<file path="src/rtl/pdu_pkg.sv">
package pdu_pkg;
  // comparison relations
  localparam logic [3:0] REL_EQ  = 4'd0;
  localparam logic [3:0] REL_NE  = 4'd1;
  localparam logic [3:0] REL_LT  = 4'd2;
  localparam logic [3:0] REL_LE  = 4'd3;
  localparam logic [3:0] REL_GT  = 4'd4;
  localparam logic [3:0] REL_GE  = 4'd5;
  localparam logic [3:0] REL_LTU = 4'd6;
  localparam logic [3:0] REL_LEU = 4'd7;
  localparam logic [3:0] REL_GTU = 4'd8;

  // deposit kinds
  localparam logic [3:0] K_UNC_T  = 4'd0;
  localparam logic [3:0] K_UNC_F  = 4'd1;
  localparam logic [3:0] K_OR_T   = 4'd2;
  localparam logic [3:0] K_OR_F   = 4'd3;
  localparam logic [3:0] K_AND_T  = 4'd4;
  localparam logic [3:0] K_AND_F  = 4'd5;
  localparam logic [3:0] K_CND_T  = 4'd6;
  localparam logic [3:0] K_CND_F  = 4'd7;
  localparam logic [3:0] K_DIS_T  = 4'd8;
  localparam logic [3:0] K_DIS_F  = 4'd9;
  localparam logic [3:0] K_CON_T  = 4'd10;
  localparam logic [3:0] K_CON_F  = 4'd11;

  typedef struct packed {
    logic en;
    logic val;
    logic m_or;
    logic m_and;
  } pwr_t;

  localparam int PWR_W = $bits(pwr_t);
endpackage

</file>
<file path="src/rtl/pdu_cmp.sv">
module pdu_cmp #(
  parameter int DW = 32
) (
  input  logic [DW-1:0] a,
  input  logic [DW-1:0] b,
  input  logic [3:0]    rel,
  output logic          cond
);
  import pdu_pkg::*;

  logic eq, slt, ult;

  always_comb begin
    eq  = (a == b);
    slt = ($signed(a) < $signed(b));
    ult = (a < b);
    unique case (rel)
      REL_EQ:  cond = eq;
      REL_NE:  cond = !eq;
      REL_LT:  cond = slt;
      REL_LE:  cond = slt || eq;
      REL_GT:  cond = !(slt || eq);
      REL_GE:  cond = !slt;
      REL_LTU: cond = ult;
      REL_LEU: cond = ult || eq;
      REL_GTU: cond = !(ult || eq);
      default: cond = 1'b0;
    endcase
  end
endmodule

</file>
<file path="src/rtl/pdu_deposit.sv">
module pdu_deposit #(
  parameter int IW = 6
) (
  input  logic          guard,
  input  logic          cond,
  input  logic [3:0]    kind,
  input  logic [IW-1:0] idx,
  output pdu_pkg::pwr_t wr
);
  import pdu_pkg::*;

  logic en_raw, val_raw, mor_raw, mand_raw;
  logic gc, gnc;

  always_comb begin
    gc  = guard && cond;
    gnc = guard && !cond;
    en_raw   = 1'b0;
    val_raw  = 1'b0;
    mor_raw  = 1'b0;
    mand_raw = 1'b0;
    unique case (kind)
      K_UNC_T: begin en_raw = 1'b1;            val_raw = gc;    end
      K_UNC_F: begin en_raw = 1'b1;            val_raw = gnc;   end
      K_OR_T:  begin en_raw = gc;              val_raw = 1'b1; mor_raw = 1'b1; end
      K_OR_F:  begin en_raw = gnc;             val_raw = 1'b1; mor_raw = 1'b1; end
      K_AND_T: begin en_raw = gnc;             mand_raw = 1'b1; end
      K_AND_F: begin en_raw = gc;              mand_raw = 1'b1; end
      K_CND_T: begin en_raw = guard;           val_raw = cond;  end
      K_CND_F: begin en_raw = guard;           val_raw = !cond; end
      K_DIS_T: begin en_raw = guard || cond;   val_raw = 1'b1; mor_raw = 1'b1; end
      K_DIS_F: begin en_raw = guard || !cond;  val_raw = 1'b1; mor_raw = 1'b1; end
      K_CON_T: begin en_raw = !guard || !cond; mand_raw = 1'b1; end
      K_CON_F: begin en_raw = !guard || cond;  mand_raw = 1'b1; end
      default: ;
    endcase
    // register 0 is hardwired; never target it
    wr.en    = en_raw && (idx != '0);
    wr.val   = wr.en && val_raw;
    wr.m_or  = wr.en && mor_raw;
    wr.m_and = wr.en && mand_raw;
  end
endmodule

</file>
<file path="src/rtl/pdu_stage.sv">
module pdu_stage #(
  parameter int SW      = 8,
  parameter bit OUT_REG = 1'b1
) (
  input  logic          clk,
  input  logic          rst_n,
  input  logic          up_valid,
  output logic          up_ready,
  input  logic [SW-1:0] up_data,
  output logic          dn_valid,
  input  logic          dn_ready,
  output logic [SW-1:0] dn_data
);
  generate
    if (OUT_REG) begin : g_reg
      logic          vq;
      logic [SW-1:0] dq;

      assign up_ready = !vq || dn_ready;
      assign dn_valid = vq;
      assign dn_data  = dq;

      always_ff @(posedge clk or negedge rst_n) begin
        if (!rst_n) begin
          vq <= 1'b0;
          dq <= '0;
        end else if (up_ready) begin
          vq <= up_valid;
          if (up_valid) dq <= up_data;
        end
      end


      hold_stable_chk: assert property (@(posedge clk) disable iff (!rst_n)
        dn_valid && !dn_ready |=> dn_valid && $stable(dn_data));

      accept_lands_chk: assert property (@(posedge clk) disable iff (!rst_n)
        up_valid && up_ready |=> dn_valid && (dn_data == $past(up_data)));
    end else begin : g_pass
      assign up_ready = dn_ready;
      assign dn_valid = up_valid;
      assign dn_data  = up_data;
    end
  endgenerate
endmodule

</file>
<file path="src/rtl/pred_define_unit.sv">
module pred_define_unit #(
  parameter int DW      = 32,
  parameter int IW      = 6,
  parameter bit OUT_REG = 1'b1
) (
  input  logic          clk,
  input  logic          rst_n,
  input  logic          in_valid,
  output logic          in_ready,
  input  logic [DW-1:0] src0,
  input  logic [DW-1:0] src1,
  input  logic [3:0]    rel,
  input  logic          guard,
  input  logic [3:0]    kind0,
  input  logic [IW-1:0] dst0,
  input  logic [3:0]    kind1,
  input  logic [IW-1:0] dst1,
  output logic          out_valid,
  input  logic          out_ready,
  output logic          wr0_en,
  output logic          wr0_val,
  output logic          wr0_mor,
  output logic          wr0_mand,
  output logic [IW-1:0] wr0_idx,
  output logic          wr1_en,
  output logic          wr1_val,
  output logic          wr1_mor,
  output logic          wr1_mand,
  output logic [IW-1:0] wr1_idx
);
  import pdu_pkg::*;

  localparam int ND = 2;
  localparam int LW = PWR_W + IW;
  localparam int SW = ND * LW;

  logic          cond;
  logic [3:0]    kind_a [ND];
  logic [IW-1:0] idx_a  [ND];
  pwr_t          wr_a   [ND];
  logic [SW-1:0] st_in, st_out;

  assign kind_a[0] = kind0;
  assign kind_a[1] = kind1;
  assign idx_a[0]  = dst0;
  assign idx_a[1]  = dst1;

  pdu_cmp #(.DW(DW)) u_cmp (
    .a(src0), .b(src1), .rel(rel), .cond(cond)
  );

  generate
    for (genvar d = 0; d < ND; d++) begin : g_dst
      pdu_deposit #(.IW(IW)) u_dep (
        .guard(guard), .cond(cond), .kind(kind_a[d]), .idx(idx_a[d]), .wr(wr_a[d])
      );
      assign st_in[d*LW +: LW] = {wr_a[d], idx_a[d]};
    end
  endgenerate

  pdu_stage #(.SW(SW), .OUT_REG(OUT_REG)) u_stage (
    .clk(clk), .rst_n(rst_n),
    .up_valid(in_valid), .up_ready(in_ready), .up_data(st_in),
    .dn_valid(out_valid), .dn_ready(out_ready), .dn_data(st_out)
  );

  assign {wr0_en, wr0_val, wr0_mor, wr0_mand, wr0_idx} = st_out[LW-1:0];
  assign {wr1_en, wr1_val, wr1_mor, wr1_mand, wr1_idx} = st_out[SW-1:LW];


  zero_idx_w0_chk: assert property (@(posedge clk) disable iff (!rst_n)
    out_valid && wr0_en |-> wr0_idx != '0);

  zero_idx_w1_chk: assert property (@(posedge clk) disable iff (!rst_n)
    out_valid && wr1_en |-> wr1_idx != '0);

  merge_excl_chk: assert property (@(posedge clk) disable iff (!rst_n)
    out_valid |-> !(wr0_mor && wr0_mand) && !(wr1_mor && wr1_mand));

  or_sets_one_chk: assert property (@(posedge clk) disable iff (!rst_n)
    out_valid && (wr0_mor || wr1_mor) |->
      (!wr0_mor || (wr0_en && wr0_val)) && (!wr1_mor || (wr1_en && wr1_val)));

  and_clears_chk: assert property (@(posedge clk) disable iff (!rst_n)
    out_valid && (wr0_mand || wr1_mand) |->
      (!wr0_mand || (wr0_en && !wr0_val)) && (!wr1_mand || (wr1_en && !wr1_val)));

  idle_quiet_chk: assert property (@(posedge clk) disable iff (!rst_n)
    out_valid && !wr0_en && !wr1_en |-> $countones({wr0_val, wr0_mor, wr0_mand,
                                                   wr1_val, wr1_mor, wr1_mand}) == 0);
endmodule

</file>
<file path="config.mk">
export PLATFORM = sky130hd
export DESIGN_NAME = pred_define_unit
export DESIGN_NICKNAME = d
export VERILOG_FILES = /design/src/rtl/pdu_pkg.sv /design/src/rtl/pdu_cmp.sv /design/src/rtl/pdu_deposit.sv /design/src/rtl/pdu_stage.sv /design/src/rtl/pred_define_unit.sv
export SDC_FILE = /design/constraint.sdc
export NUM_CORES = 1
export LEC_CHECK = 0
export BUFFER_PORTS_ARGS = -buffer_cell sky130_fd_sc_hd__clkbuf_2
export CORE_MARGIN = 10
export CORE_UTILIZATION = 30
export CTS_CLUSTER_SIZE = 30
export DETAILED_ROUTE_END_ITERATION = 10
export SKIP_LAST_GASP = 1
export SLEW_MARGIN = 20
export SYNTH_ARGS = -nofsm -noshare
export SYNTH_HDL_FRONTEND = slang
export SYNTH_SLANG_ARGS = --single-unit
</file>
<file path="constraint.sdc">
create_clock -name clk -period 5.2 [get_ports clk]
set_clock_uncertainty 0.1 [all_clocks]
set_input_delay 0.78 -clock clk [delete_from_list [all_inputs] [get_ports clk]]
set_output_delay 0.78 -clock clk [all_outputs]
set_load 0.01 [all_outputs]
</file>
# After elaboration in Yosys (flattened, before gate mapping)
# Cells that the tools add are included.
[totals]
register_bits = 21
[op_classes]
magnitude_cmp = 2
eq_ne = 31
muxes = 9
n_reduce_logical = 42
[op_table]
columns = ["cell", "count"]
rows = [
  ["less-than comparator 32 bit", 2],
  ["equality test 4 x 3 -> 1 bit, second input constant", 12],
  ["equality test 4 bit, second input constant", 9],
  ["equality test 32 bit", 1],
  ["equality test 4 x 2 -> 1 bit, second input constant", 6],
  ["case mux 1 bit (8 select lines)", 2],
  ["OR reduction 2 bit", 8],
  ["OR reduction 4 bit", 4],
  ["equality test 4 x 1 -> 1 bit, second input constant", 3],
  ["zero test 4 bit", 3],
  ["nonzero test 6 bit", 2],
  ["logical AND 1 bit", 10],
  ["case mux 1 bit (5 select lines)", 2],
  ["case mux 1 bit (9 select lines)", 1],
  ["zero test 1 bit", 7],
  ["logical OR 1 bit", 7],
  ["2-to-1 mux 1 bit", 4],
  ["AND reduction 2 bit", 1],
]

# Depth between registers and ports, before layout
# Gate-level depths: netlist of run 1.
[logic_depth]
ltp_word = 9
ltp_mapped = 11
ltp_nobuf = 11

# Cells and area by module
# From an unflattened synthesis of run 1, not the netlist that was laid out.
[hier_totals]
hier_cells = 227
area_unflattened_um2 = 2192.1
[by_module_without_submodules]
columns = ["module", "instances", "cells_per_inst", "area_each_um2", "seq_area_each_um2"]
rows = [
  ["pdu_cmp", 1, 133, 920.9, 0.0],
  ["pdu_stage", 1, 46, 898.4, 525.5],
  ["pdu_deposit", 2, 24, 186.4, 0.0],
]

# Least setup slack after synthesis of run 1
# OpenSTA, ideal clock, no wires.
[synth_path]
kind = "input -> register"
from = "in src1[14]"
to = "reg u_stage.g_reg.dq[17] (netlist: u_stage.dn_data[17])"
setup_time_ps = 124
t_arrival_ps = 2942
required_ps = 4976
setup_slack_ps = 2034
path_stages = 11
n_path_buf = 0
path_cell_list = "inv_1 > ha_1 > a21oi_2 > nand2_1 > a221o_1 > o31a_1 > nor3_1 > a31oi_4 > xnor2_2 > a21oi_1 > a211o_1"
[synth_between]
elab_chain_len = 9
word_cells_on_any_way = 20
[synth_lines]
columns = ["item", "line", "source"]
rows = [
  ["from (decl)", "pred_define_unit.sv:11", "input logic [DW-1:0] src1,"],
  ["less-than comparator 32 bit (tied with other cells)", "pdu_cmp.sv:16", "ult = (a < b);"],
  ["logical OR 1 bit, on equally long branches", "-", ""],
  ["zero test 1 bit, on equally long branches", "pdu_cmp.sv:26, pdu_cmp.sv:22", ""],
  ["case mux 1 bit (9 select lines) *", "pdu_cmp.sv:17", "unique case (rel)"],
  ["zero test 1 bit", "pdu_deposit.sv:17, pdu_deposit.sv:32, pdu_deposit.sv:33", ""],
  ["logical OR 1 bit (tied with other cells)", "pdu_deposit.sv:33", "K_CON_T: begin en_raw = !guard || !cond; mand_raw = 1'b1; end"],
  ["case mux 1 bit (8 select lines) *", "pdu_deposit.sv:22", "unique case (kind)"],
  ["logical AND 1 bit *", "pdu_deposit.sv:38", "wr.en = en_raw && (idx != '0);"],
  ["logical AND 1 bit *", "pdu_deposit.sv:40", "wr.m_or = wr.en && mor_raw;"],
  ["to (signal assigned)", "pdu_stage.sv:29", "if (up_valid) dq <= up_data;"],
  ["to (decl)", "pdu_stage.sv:17", "logic [SW-1:0] dq;"],
]
# Mark *: on every way between the ends. The rest lies on a longest branch, timed or not.
# A chain may end at the register's enable or synchronous reset.

# Worst setup path after layout of run 1
[layout_path]
from = "in src1[7]"
to = "reg u_stage.g_reg.dq[17] (netlist: u_stage.dn_data[17])"
# Same word-level chain as after synthesis.

==> insert_results.sql, run 1 <==
INSERT INTO impl_metrics (metric_group, metric, value, unit) VALUES
('outcome', 'outcome', 'finished clean', ''),
('pwr', 'worst_ir_drop_vdd', '0.0000728', 'V'),
('pwr', 'proportion_of_power_drawn_by_the_clock_network', '20.2', '%'),
('cells_and_area', 'layout_commonest_cell', 'sky130_fd_sc_hd__clkbuf_2', ''),
('pwr', 'power-per-cell-area', '181', 'mW/mm^2'),
('floorplan', 'core_area', '0.00691', 'sq mm'),
('route', 'initialDrtViolationCount', '26', ''),
('cells_and_area', 'final_cell_area', '0.00286', 'sq mm'),
('yosys', 'avgSynthCellArea', '9.13', 'sq um'),
('sta', 'finalWorstSetupSlack', '2050', 'ps'),
('run', 'drv_cap', '0', ''),
('grt', 'number_of_global_route_vias_before_repair', '2166', ''),
('clock_network', 'ctsRootBufferMaster', 'sky130_fd_sc_hd__clkbuf_8', ''),
('clock_network', 'cts_tree', 'yes', ''),
('floorplan', 'die-area', '0.0110', 'sq mm'),
('placed_design', 'portBuffers', '114', ''),
('grt', 'grt_ovf', '0', ''),
('yosys', 'synth_largest_type_area_fraction', '24.3', '%'),
('cells_and_area', 'layout.nets', '475', ''),
('route', 'drc_errors', '0', ''),
('cells_and_area', 'antennaDiodeCount', '0', ''),
('floorplan', 'initial_cell_density_of_the_core', '31.3', '%'),
('yosys', 'ys_async_sr_fraction', '100', '%'),
('route', 'drt.antenna.violating_nets', '0', ''),
('yosys', 'synth_xor_xnor_area_share', '1.50', '%'),
('clock_network', 'cts-resized-gates', '0', ''),
('cells_and_area', 'layout-drive-gt1-share', '43.0', '%'),
('sta', 'finalSetupTns', '0', 'ps'),
('yosys', 'post_synth_mux_area_share', '7.69', '%'),
('clock_network', 'cts.sinks', '21', ''),
('setup_path', 'reg2reg_from', 'u_stage.dn_valid$_DFFE_PN0N_', ''),
('yosys', 'post_synth_num_cell_types', '56', ''),
('setup_path', 'worstPathMaxFanout', '6', ''),
('clock_network', 'postCtsHoldBufs', '0', ''),
('yosys', 'combinational_family_with_the_most_area_after_synthesis', 'compound AO/OA/AOI/OAI gates', ''),
('clock_network', 'clk-insertion-delay-late', '260', 'ps'),
('pwr', 'combinationalPowerShare', '41.7', '%'),
('yosys', 'synth_seq_cells', '21', ''),
('clock_network', 'postCtsSetupRepairBufs', '0', ''),
('grt', 'gr-usage-met2', '16.2', '%'),
('pwr', 'switching_share', '32.8', '%'),
('route', 'drt_pre_antenna_iters', '4', ''),
('floorplan', 'row_count', '30', ''),
('clock_network', 'clock_slew_seen_by_the_registers_of_the_worst_setup_and_hold_paths', '70', 'ps'),
('floorplan', 'die_height', '105', 'um'),
('sta', 'final_worst_path_cycle_share', '60.7', '%'),
('sta', 'setup_viol_count_final', '0', ''),
('sta', 'worst_pin_slew', '815', 'ps'),
('setup_path', 'timing.critical_path.to_type', 'flop', ''),
('placed_design', 'gp_congestion', '0.761', ''),
('yosys', 'yosys_warnings', '0', ''),
('grt', 'initial_antenna_violation_count', '0', ''),
('sta', 'final_max_slew_viol_count', '0', ''),
('cells_and_area', 'filler_cell_count', '754', ''),
('yosys', 'synth-adder-area-share', '18.5', '%'),
('yosys', 'synth_fp_nets', '362', ''),
('cells_and_area', 'most_frequent_cells_in_the_layout', 'sky130_fd_sc_hd__clkbuf_2 (114), sky130_fd_sc_hd__inv_1 (37), sky130_fd_sc_hd__ha_1 (32), sky130_fd_sc_hd__dfrtp_1 (21), sky130_fd_sc_hd__nand2_1 (19)', ''),
('grt', 'grt_max_degree', '22', ''),
('sta', 'achievable-frequency', '317', 'MHz'),
('setup_path', 'regToRegSetupSlack', '3300', 'ps'),
('route', 'via_count', '2099', ''),
('placed_design', 'detailed_place_hpwl', '5290', 'um'),
('pwr', 'p_int', '0.348', 'mW'),
('yosys', 'netlist_top_cells_area', 'sky130_fd_sc_hd__dfrtp_1 (24%), sky130_fd_sc_hd__ha_1 (18%), sky130_fd_sc_hd__mux2_2 (6.8%)', ''),
('grt', 'grt_pass1_wl', '9920', 'um'),
('route', 'via_per_inst', '4.72', ''),
('floorplan', 'dieWidth', '105', 'um'),
('pwr', 'sequentialPowerShare', '38.0', '%'),
('clock_network', 'cts_buffers', '3', ''),
('hold_path', 'worstHoldPathType', 'primary input to async pin', ''),
('yosys', 'synth-compound-area-share', '20.3', '%');
area by class of cell:
cell class                      instances  area (sq um)  area share, %
Tap cell                               96           120           4.20
Multi-Input combinational cell        173          1460           51.0
Clock buffer                            4          45.0           1.58
Sequential cell                        21           526           18.4
Timing Repair Buffer                  114           571           20.0
Inverter                               37           139           4.86
power by group through the flow:
stage	Clock [mW]	Sequential (mW)	Combinational [mW]
after detailed placement	0	0.200	0.219
final	0.105	0.197	0.216
after global placement	0	0.199	0.216
after floorplan	0	0.210	0.121
after CTS	0.111	0.197	0.220
after global routing	0.117	0.201	0.244
worst max-delay path, stage by stage:
cell                       delay [ps]
sky130_fd_sc_hd__clkbuf_2          80
sky130_fd_sc_hd__inv_1             30
sky130_fd_sc_hd__ha_1             300
sky130_fd_sc_hd__a21oi_1          150
sky130_fd_sc_hd__o21ai_0          110
sky130_fd_sc_hd__a221o_1          330
sky130_fd_sc_hd__o31a_1           310
sky130_fd_sc_hd__nor3_1           350
sky130_fd_sc_hd__a31oi_4           90
sky130_fd_sc_hd__xnor2_2          300
sky130_fd_sc_hd__a21oi_1          120
sky130_fd_sc_hd__a211o_1          270
synthesized netlist by cell type (all sizes together) (4+ instances only):
cell type and number:
a21o 4, a21oi 16, a22o 4, a31oi 5, buf 4, dfrtp 21
ha 32, inv 37, mux2 13, nand2 19, nand3 6, nand4 6
nor3 5, o21ai 5, or2b 5, or3 5
how the worst max path moves through the flow:
stage | from | endpoint | depth (start not counted)
after global routing | src1[7] | u_stage.dn_data[17]$_DFFE_PN0P_ | 12
after CTS | src1[7] | u_stage.dn_data[17]$_DFFE_PN0P_ | 12
after floorplan | src1[14] | u_stage.dn_data[17]$_DFFE_PN0P_ | 11
after detailed placement | src1[7] | u_stage.dn_data[17]$_DFFE_PN0P_ | 12
after global placement | src1[7] | u_stage.dn_data[7]$_DFFE_PN0P_ | 12
final | src1[7] | u_stage.dn_data[17]$_DFFE_PN0P_ | 12
routing by layer:
layer / up-vias / wire length, um
met3: 6 / 660
met2: 83 / 2500
met5: - / 0
met1: 917 / 2660
met4: 0 / 64
li1: 1093 / -
logic make-up after synthesis:
group           Yosys count
fa+ha+maj                32
buf+inv                  43
xor+xnor                  2
flops                    21
mux                      15
compound gates           58
simple gates             66
stage by stage:
stage / power, mW / std cells / util (%) / hold WS [ps]
after floorplan: 0.331 / 237 / - / 384
after global placement: 0.416 / 441 / 40.7 / 376
after detailed placement: 0.419 / 441 / 40.7 / 374
after CTS: 0.528 / 445 / 41.4 / 392
after global routing: 0.562 / 445 / 41.4 / 413
final: 0.518 / 445 / 41.4 / 382
state kept, by name, indices dropped and copies added (netlist names):
register,cells
u_stage.dn_valid,1
u_stage.dn_data,20
Power figures use the tool's default switching activity.
==> run 2: changes to the inputs <==
Clock period 5.2 ns to 3.02 ns, I/O delays scaled along.
==> run 2 against run 1 <==
Effect of this change: global-route usage increased by 0.088 points; worst setup slack got worse by 1800 ps; clock power is 70% higher; clock-buffer cell count shrank 1; utilization increased by 0.56 points; critical path type unchanged; worst hold slack got worse by 330 ps; combinational power increased by 76%; non-clock buffer count rose by 5; routed wire length increased by 0.90%; flip-flop and latch count unchanged.
==> insert_results.sql, run 2 (synthesis results as in run 1) <==
INSERT INTO impl_metrics (metric_group, metric, value, unit) VALUES
('clock_network', 'clk-insertion-delay-late', '250', 'ps'),
('placed_design', 'detailed_place_hpwl', '5390', 'um'),
('clock_network', 'clock_slew_seen_by_the_registers_of_the_worst_setup_and_hold_paths', '80', 'ps'),
('route', 'via_per_inst', '4.65', ''),
('sta', 'final_worst_path_cycle_share', '92.4', '%'),
('sta', 'post-route-min-period', '2790', 'ps'),
('route', 'initialDrtViolationCount', '27', ''),
('cells_and_area', 'fin_cells', '450', ''),
('cells_and_area', 'filler_cell_count', '758', ''),
('sta', 'finalWorstSetupSlack', '229', 'ps'),
('setup_path', 'criticalPathCategory', 'primary input to flop', ''),
('placed_design', 'detailedPlace.worstSlack', '-44.9', 'ps'),
('sta', 'holdWs', '49.5', 'ps'),
('floorplan', 'dieWidth', '105', 'um'),
('grt', 'grt_ovf', '0', ''),
('setup_path', 'depth_of_the_most_critical_reg_to_reg_path', '4', ''),
('clock_network', 'postCtsHoldBufs', '0', ''),
('clock_network', 'cts-resized-gates', '0', ''),
('pwr', 'worst_ir_drop_vdd', '0.000145', 'V'),
('cells_and_area', 'layout.nets', '480', ''),
('route', 'drt_pre_antenna_iters', '4', ''),
('setup_path', 'timing.critical_path.to_type', 'flop', ''),
('cells_and_area', 'multi_input_area', '0.00146', 'sq mm'),
('clock_network', 'cts.sinks', '21', ''),
('setup_path', 'worstPathMaxFanout', '6', ''),
('placed_design', 'gp_congestion', '0.798', ''),
('cells_and_area', 'antennaDiodeCount', '0', ''),
('cells_and_area', 'most_frequent_cells_in_the_layout', 'sky130_fd_sc_hd__clkbuf_2 (114), sky130_fd_sc_hd__inv_1 (37), sky130_fd_sc_hd__ha_1 (32), sky130_fd_sc_hd__dfrtp_1 (21), sky130_fd_sc_hd__nand2_1 (19)', ''),
('route', 'via_count', '2093', ''),
('clock_network', 'postCtsSetupRepairBufs', '0', ''),
('floorplan', 'die-area', '0.0110', 'sq mm'),
('clock_network', 'cts_tree', 'yes', ''),
('clock_network', 'clock_tree.buffer_depth', '2', ''),
('sta', 'grt_setup_unrepaired', 'no', ''),
('sta', 'worst_pin_slew', '509', 'ps'),
('setup_path', 'regToRegSetupSlack', '1170', 'ps'),
('hold_path', 'worstHoldPathType', 'primary input to async pin', ''),
('placed_design', 'placement.cell_area', '0.00285', 'sq mm'),
('floorplan', 'die_height', '105', 'um'),
('grt', 'grt_pass1_wl', '10100', 'um'),
('sta', 'achievable-frequency', '358', 'MHz'),
('cells_and_area', 'layout-drive-gt1-share', '44.1', '%'),
('placed_design', 'place.detailed.instances', '446', ''),
('sta', 'setup_viol_count_final', '0', ''),
('sta', 'relative_slew_slack', '66.1', '%'),
('sta', 'number_of_hold_slack_violations_in_the_final_timing_report', '0', ''),
('grt', 'total_routing_usage_reported_by_global_routing', '10.5', '%'),
('cells_and_area', 'ff_latch_area', '526', 'sq um'),
('grt', 'number_of_global_route_vias_before_repair', '2253', ''),
('pwr', 'power-per-cell-area', '310', 'mW/mm^2'),
('cells_and_area', 'largest_reg_flops', '20', ''),
('route', 'routedWlPerCell', '13.2', 'um'),
('grt', 'grt_max_degree', '22', ''),
('clock_network', 'cts_buffers', '3', ''),
('setup_path', 'start_kind', 'primary input', ''),
('route', 'drc_errors', '0', ''),
('run', 'drv_cap', '0', ''),
('route', 'drt.antenna.violating_nets', '0', ''),
('pwr', 'power.static_leakage', '1.60', 'nW'),
('outcome', 'outcome', 'finished clean', ''),
('clock_network', 'ctsRootBufferMaster', 'sky130_fd_sc_hd__clkbuf_8', ''),
('floorplan', 'ioPinCount', '115', ''),
('floorplan', 'row_count', '30', ''),
('floorplan', 'initial_cell_density_of_the_core', '31.3', '%'),
('sta', 'final_max_slew_viol_count', '0', ''),
('cells_and_area', 'layout_commonest_cell', 'sky130_fd_sc_hd__clkbuf_2', ''),
('cells_and_area', 'final_cell_area', '0.00290', 'sq mm'),
('cells_and_area', 'flow.area_growth_from_synthesis', '33.9', '%'),
('clock_network', 'cts_htree_levels', '1', ''),
('setup_path', 'worst-endpoint-required', '3070', 'ps'),
('placed_design', 'portBuffers', '114', ''),
('grt', 'initial_antenna_violation_count', '0', ''),
('route', 'wl', '5930', 'um'),
('floorplan', 'core_area', '0.00691', 'sq mm'),
('setup_path', 'cp.arrival', '2840', 'ps');
## run 2: where the power goes
part | total [mW] | internal (mW) | switching (mW) | leakage, nW
clock | 0.178 | 0.0917 | 0.0867 | 0.0255
combinational | 0.380 | 0.192 | 0.188 | 1.32
sequential | 0.339 | 0.320 | 0.0196 | 0.257
## run 2: area by class of cell
cell class | instances | area share, %
clock buffer | 3 | 1.42
multi-input combinational | 173 | 50.3
inverter | 37 | 4.79
timing repair buffer | 119 | 21.0
sequential | 21 | 18.1
tap | 96 | 4.15
clock inverter | 1 | 0.173
## run 2: worst max-delay path, cell delays in order
cell and delay [ps]:
sky130_fd_sc_hd__clkbuf_2 70, sky130_fd_sc_hd__inv_1 30, sky130_fd_sc_hd__ha_1 320, sky130_fd_sc_hd__a21oi_2 140
sky130_fd_sc_hd__nand2_1 60, sky130_fd_sc_hd__a221o_1 340, sky130_fd_sc_hd__o31a_1 320, sky130_fd_sc_hd__nor3_1 200
sky130_fd_sc_hd__buf_4 150, sky130_fd_sc_hd__a31oi_4 40, sky130_fd_sc_hd__xnor2_2 320, sky130_fd_sc_hd__a21oi_1 120
sky130_fd_sc_hd__a211o_1 270
## run 2: through the flow
| stage | utilization [%] | TNS [ps] | power (mW) |
|---|---|---|---|
| floorplan | - | 0 | 0.570 |
| global placement | 41.3 | 0 | 0.724 |
| detailed placement | 41.3 | -72.0 | 0.731 |
| CTS | 42.0 | 0 | 0.913 |
| global route | 42.0 | 0 | 0.975 |
| finish | 42.0 | 0 | 0.898 |
## run 2: final timing paths
| path | startpoint | to |
|---|---|---|
| worst min-delay path | rst_n | u_stage.dn_data[2]$_DFFE_PN0P_ |
| worst min register to register | u_stage.dn_data[6]$_DFFE_PN0P_ | u_stage.dn_data[6]$_DFFE_PN0P_ |
| worst max-delay path | src1[14] | u_stage.dn_data[7]$_DFFE_PN0P_ |
| min in group clk | in_valid | u_stage.dn_valid$_DFFE_PN0N_ |
| max in group asynchronous | rst_n | u_stage.dn_data[10]$_DFFE_PN0P_ |
| worst max register to register | u_stage.dn_valid$_DFFE_PN0N_ | u_stage.dn_data[12]$_DFFE_PN0P_ |
## run 2: per-layer routing
layer / up-vias / wire length (um) / global-route usage, %
li1: 1103 / - / -
met1: 903 / 2630 / 12.5
met2: 85 / 2600 / 16.9
met3: 2 / 668 / 4.55
met4: 0 / 35 / 2.65
met5: - / 0 / 0
==> run 3: changes to the inputs <==
Settings changed: ABC_AREA set to 1, PLACE_DENSITY set to 0.58.
==> run 3 against run 2 <==
Effect of this change: critical path depth is 8 higher; non-clock buffer count is 4 lower; sequential share of layout area is 0.80 points lower; clock-buffer cell count is 1 higher; cell count is 28% higher; die area is 5.3% higher; critical path type unchanged; largest cell class unchanged.
==> insert_results.sql, run 3 <==
INSERT INTO impl_metrics (metric_group, metric, value, unit) VALUES
('outcome', 'outcome', 'finished clean', ''),
('yosys', 'ys_async_sr_fraction', '100', '%'),
('yosys', 'synth_largest_type_area_fraction', '22.8', '%'),
('route', 'via_count', '2477', ''),
('setup_path', 'worstPathMaxFanout', '6', ''),
('pwr', 'worst_ir_drop_vdd', '0.000170', 'V'),
('route', 'routedWlPerCell', '11.3', 'um'),
('pwr', 'proportion_of_power_drawn_by_the_clock_network', '20.3', '%'),
('clock_network', 'postCtsSetupRepairBufs', '0', ''),
('floorplan', 'row_count', '31', ''),
('grt', 'number_of_global_route_vias_before_repair', '2559', ''),
('setup_path', 'cpMaxStageDelayCell', 'sky130_fd_sc_hd__ha_1', ''),
('sta', 'achievable-frequency', '413', 'MHz'),
('yosys', 'synthesis.area', '0.00231', 'sq mm'),
('sta', 'final_max_slew_viol_count', '0', ''),
('yosys', 'yosys_warnings', '0', ''),
('sta', 'setup_viol_count_final', '0', ''),
('setup_path', 'worstPathCellList', 'clkbuf_2 -> inv_1 -> ha_1 -> a21oi_1 -> nor2_1 -> nor2_1 -> nand3_1 -> a21oi_2 -> nand2_2 -> nand2_1 -> nand2_1 -> nand2_1 -> nand2_4 -> nor2_8 -> nand2_2 -> nand2_1 -> nand2_1 -> nor2_2 -> nand2_2 -> nand3_1 -> nand2_1', ''),
('yosys', 'synthTopCellsByCount', 'sky130_fd_sc_hd__nand2_1 (125), sky130_fd_sc_hd__inv_1 (65), sky130_fd_sc_hd__ha_1 (32), sky130_fd_sc_hd__nor2_1 (27), sky130_fd_sc_hd__dfrtp_1 (21)', ''),
('cells_and_area', 'largest_reg_flops', '20', ''),
('route', 'drt.antenna.violating_nets', '0', ''),
('route', 'via_per_inst', '4.29', ''),
('placed_design', 'placement.cell_area', '0.00299', 'sq mm'),
('setup_path', 'criticalPathCategory', 'primary input to flop', ''),
('sta', 'finalWorstSetupSlack', '601', 'ps'),
('route', 'wl', '6550', 'um'),
('route', 'drc_errors', '0', ''),
('clock_network', 'clock_tree.buffer_depth', '2', ''),
('placed_design', 'portBuffers', '114', ''),
('yosys', 'postSynthCellCount', '363', ''),
('clock_network', 'cts_buffers', '3', ''),
('setup_path', 'start_kind', 'primary input', ''),
('sta', 'finalSetupTns', '0', 'ps'),
('yosys', 'synth_seq_cells', '21', ''),
('clock_network', 'postCtsHoldBufs', '0', ''),
('setup_path', 'biggest_cell_delay_along_the_critical_path', '280', 'ps'),
('setup_path', 'worst-endpoint-required', '3070', 'ps'),
('yosys', 'synth_most_common_cell', 'sky130_fd_sc_hd__nand2_1', ''),
('run', 'drv_cap', '0', ''),
('grt', 'initial_antenna_violation_count', '0', ''),
('cells_and_area', 'flow.area_growth_from_synthesis', '31.4', '%'),
('clock_network', 'clock_slew_seen_by_the_registers_of_the_worst_setup_and_hold_paths', '70', 'ps'),
('cells_and_area', 'layout_commonest_cell', 'sky130_fd_sc_hd__nand2_1', ''),
('sta', 'number_of_hold_slack_violations_in_the_final_timing_report', '0', ''),
('placed_design', 'detailed_place_hpwl', '5910', 'um'),
('yosys', 'seq_area_frac_synth', '22.8', '%'),
('clock_network', 'cts-resized-gates', '0', ''),
('pwr', 'sequentialPowerShare', '38.1', '%'),
('route', 'drt_pre_antenna_iters', '4', ''),
('floorplan', 'die-area', '0.0116', 'sq mm'),
('pwr', 'p_int', '0.564', 'mW'),
('sta', 'final_worst_path_cycle_share', '80.1', '%'),
('pwr', 'power-per-cell-area', '288', 'mW/mm^2'),
('floorplan', 'die_height', '108', 'um'),
('placed_design', 'detailedPlace.worstSlack', '311', 'ps'),
('placed_design', 'gp_congestion', '0.798', ''),
('pwr', 'combinationalPowerShare', '41.6', '%'),
('cells_and_area', 'layout.nets', '604', ''),
('setup_path', 'cpMostUsedCell', 'sky130_fd_sc_hd__nand2_1', ''),
('sta', 'post-route-min-period', '2420', 'ps'),
('hold_path', 'worstHoldPathType', 'primary input to async pin', ''),
('floorplan', 'core_area', '0.00737', 'sq mm'),
('sta', 'worst_pin_slew', '522', 'ps'),
('cells_and_area', 'fin_cells', '577', ''),
('clock_network', 'cts.sinks', '21', ''),
('yosys', 'avgSynthCellArea', '6.36', 'sq um'),
('yosys', 'postSynth.topFlopCell', 'sky130_fd_sc_hd__dfrtp_1', ''),
('cells_and_area', 'most_frequent_cells_in_the_layout', 'sky130_fd_sc_hd__nand2_1 (125), sky130_fd_sc_hd__clkbuf_2 (114), sky130_fd_sc_hd__inv_1 (65), sky130_fd_sc_hd__ha_1 (32), sky130_fd_sc_hd__nor2_1 (27)', ''),
('pwr', 'power.static_leakage', '1.91', 'nW'),
('pwr', 'switching_share', '35.5', '%'),
('setup_path', 'timing.critical_path.to_type', 'flop', ''),
('grt', 'grt_max_degree', '25', ''),
('floorplan', 'initial_cell_density_of_the_core', '31.3', '%'),
('yosys', 'synth_top_area_cell', 'sky130_fd_sc_hd__dfrtp_1', ''),
('floorplan', 'ioPinCount', '115', ''),
('floorplan', 'dieWidth', '108', 'um'),
('setup_path', 'worst_path_dominant_cell_family', 'simple AND/OR/NAND/NOR gates', ''),
('route', 'initialDrtViolationCount', '69', ''),
('cells_and_area', 'antennaDiodeCount', '0', ''),
('sta', 'grt_setup_unrepaired', 'no', ''),
('placed_design', 'place.detailed.instances', '573', ''),
('cells_and_area', 'final_util', '41.1', '%'),
('cells_and_area', 'final_cell_area', '0.00303', 'sq mm'),
('yosys', 'synth_fp_nets', '488', ''),
('grt', 'total_routing_usage_reported_by_global_routing', '11.2', '%'),
('sta', 'relative_slew_slack', '65.2', '%'),
('clock_network', 'cts_tree', 'yes', ''),
('clock_network', 'ctsRootBufferMaster', 'sky130_fd_sc_hd__clkbuf_8', ''),
('yosys', 'post_synth_num_cell_types', '29', ''),
('clock_network', 'clk-insertion-delay-late', '260', 'ps'),
('yosys', 'netlist_top_cells_area', 'sky130_fd_sc_hd__dfrtp_1 (23%), sky130_fd_sc_hd__nand2_1 (20%), sky130_fd_sc_hd__ha_1 (17%)', ''),
('clock_network', 'cts_htree_levels', '1', ''),
('grt', 'grt_ovf', '0', ''),
('setup_path', 'cp.arrival', '2470', 'ps'),
('cells_and_area', 'layout-drive-gt1-share', '29.7', '%'),
('pwr', 'switching_power', '0.311', 'mW'),
('setup_path', 'worst-path-buf-inv', '2', ''),
('grt', 'grt_pass1_wl', '11200', 'um'),
('yosys', 'synth-edff-count', '0', '');
-- run 3: cell families after synthesis --
group / after synthesis / share of synthesized area, %
adder cells (fa/ha/maj): 32 / 17.4
AO/OA/AOI/OAI: 40 / 10.0
AND/OR/NAND/NOR: 200 / 38.1
flip-flops: 21 / 22.8
buffers and inverters: 70 / 11.7
-- run 3: worst paths after layout --
kind                                                  from                         endpoint  slack (ps)  depth (start not counted)
max                                               src1[21]  u_stage.dn_data[17]$_DFFE_PN0P_         600                         21
min                                                  rst_n  u_stage.dn_data[11]$_DFFE_PN0P_          50                          1
max reg2reg                   u_stage.dn_valid$_DFFE_PN0N_  u_stage.dn_data[17]$_DFFE_PN0P_        1360                          7
min reg2reg                u_stage.dn_data[12]$_DFFE_PN0P_  u_stage.dn_data[12]$_DFFE_PN0P_         380                          2
max in group asynchronous                            rst_n   u_stage.dn_data[6]$_DFFE_PN0P_        2410                          1
min in group clk                                   dst1[3]  u_stage.dn_data[13]$_DFFE_PN0P_         310                          3
-- run 3: metal layers --
| metal | GRT usage, % | vias up | part of all wire [%] |
|---|---|---|---|
| li1 | - | 1369 | - |
| met1 | 12.5 | 1060 | 41 |
| met2 | 21.0 | 46 | 52 |
| met3 | 3.23 | 2 | 5.9 |
| met4 | 1.43 | 0 | 0.47 |
| met5 | 0 | - | 0 |
-- run 3: worst reg2reg max path, cell delays in order (launching register included) --
cell                      delay (ps)
sky130_fd_sc_hd__dfrtp_1         380
sky130_fd_sc_hd__nand2_1         110
sky130_fd_sc_hd__nand2_1          70
sky130_fd_sc_hd__inv_1           260
sky130_fd_sc_hd__o21ai_0         160
sky130_fd_sc_hd__a31oi_1         320
sky130_fd_sc_hd__nand3_1         130
sky130_fd_sc_hd__nand2_1          70
-- run 3: stage by stage --
step           power (mW)  hold slack (ps)
6_report            0.875             54.5
3_5_place_dp        0.708              358
4_1_cts             0.890             78.4
5_1_grt             0.963             91.6
3_3_place_gp        0.701              347
2_1_floorplan       0.552             57.4
-- run 3: power by group through the flow --
stage | combinational, mW | clock (mW) | sequential (mW)
after floorplan | 0.197 | 0 | 0.355
after global placement | 0.363 | 0 | 0.338
after detailed placement | 0.370 | 0 | 0.338
after CTS | 0.372 | 0.185 | 0.333
after global routing | 0.425 | 0.201 | 0.338
final | 0.364 | 0.178 | 0.333
-- run 3: area by class of cell --
| cell class | instances | area, sq um |
|---|---|---|
| Timing Repair Buffer | 115 | 578 |
| Tap cell | 99 | 124 |
| Multi-Input combinational cell | 272 | 1510 |
| Inverter | 66 | 248 |
| Clock buffer | 4 | 45.0 |
| Sequential cell | 21 | 526 |
| Fill cell | 818 | 4340 |
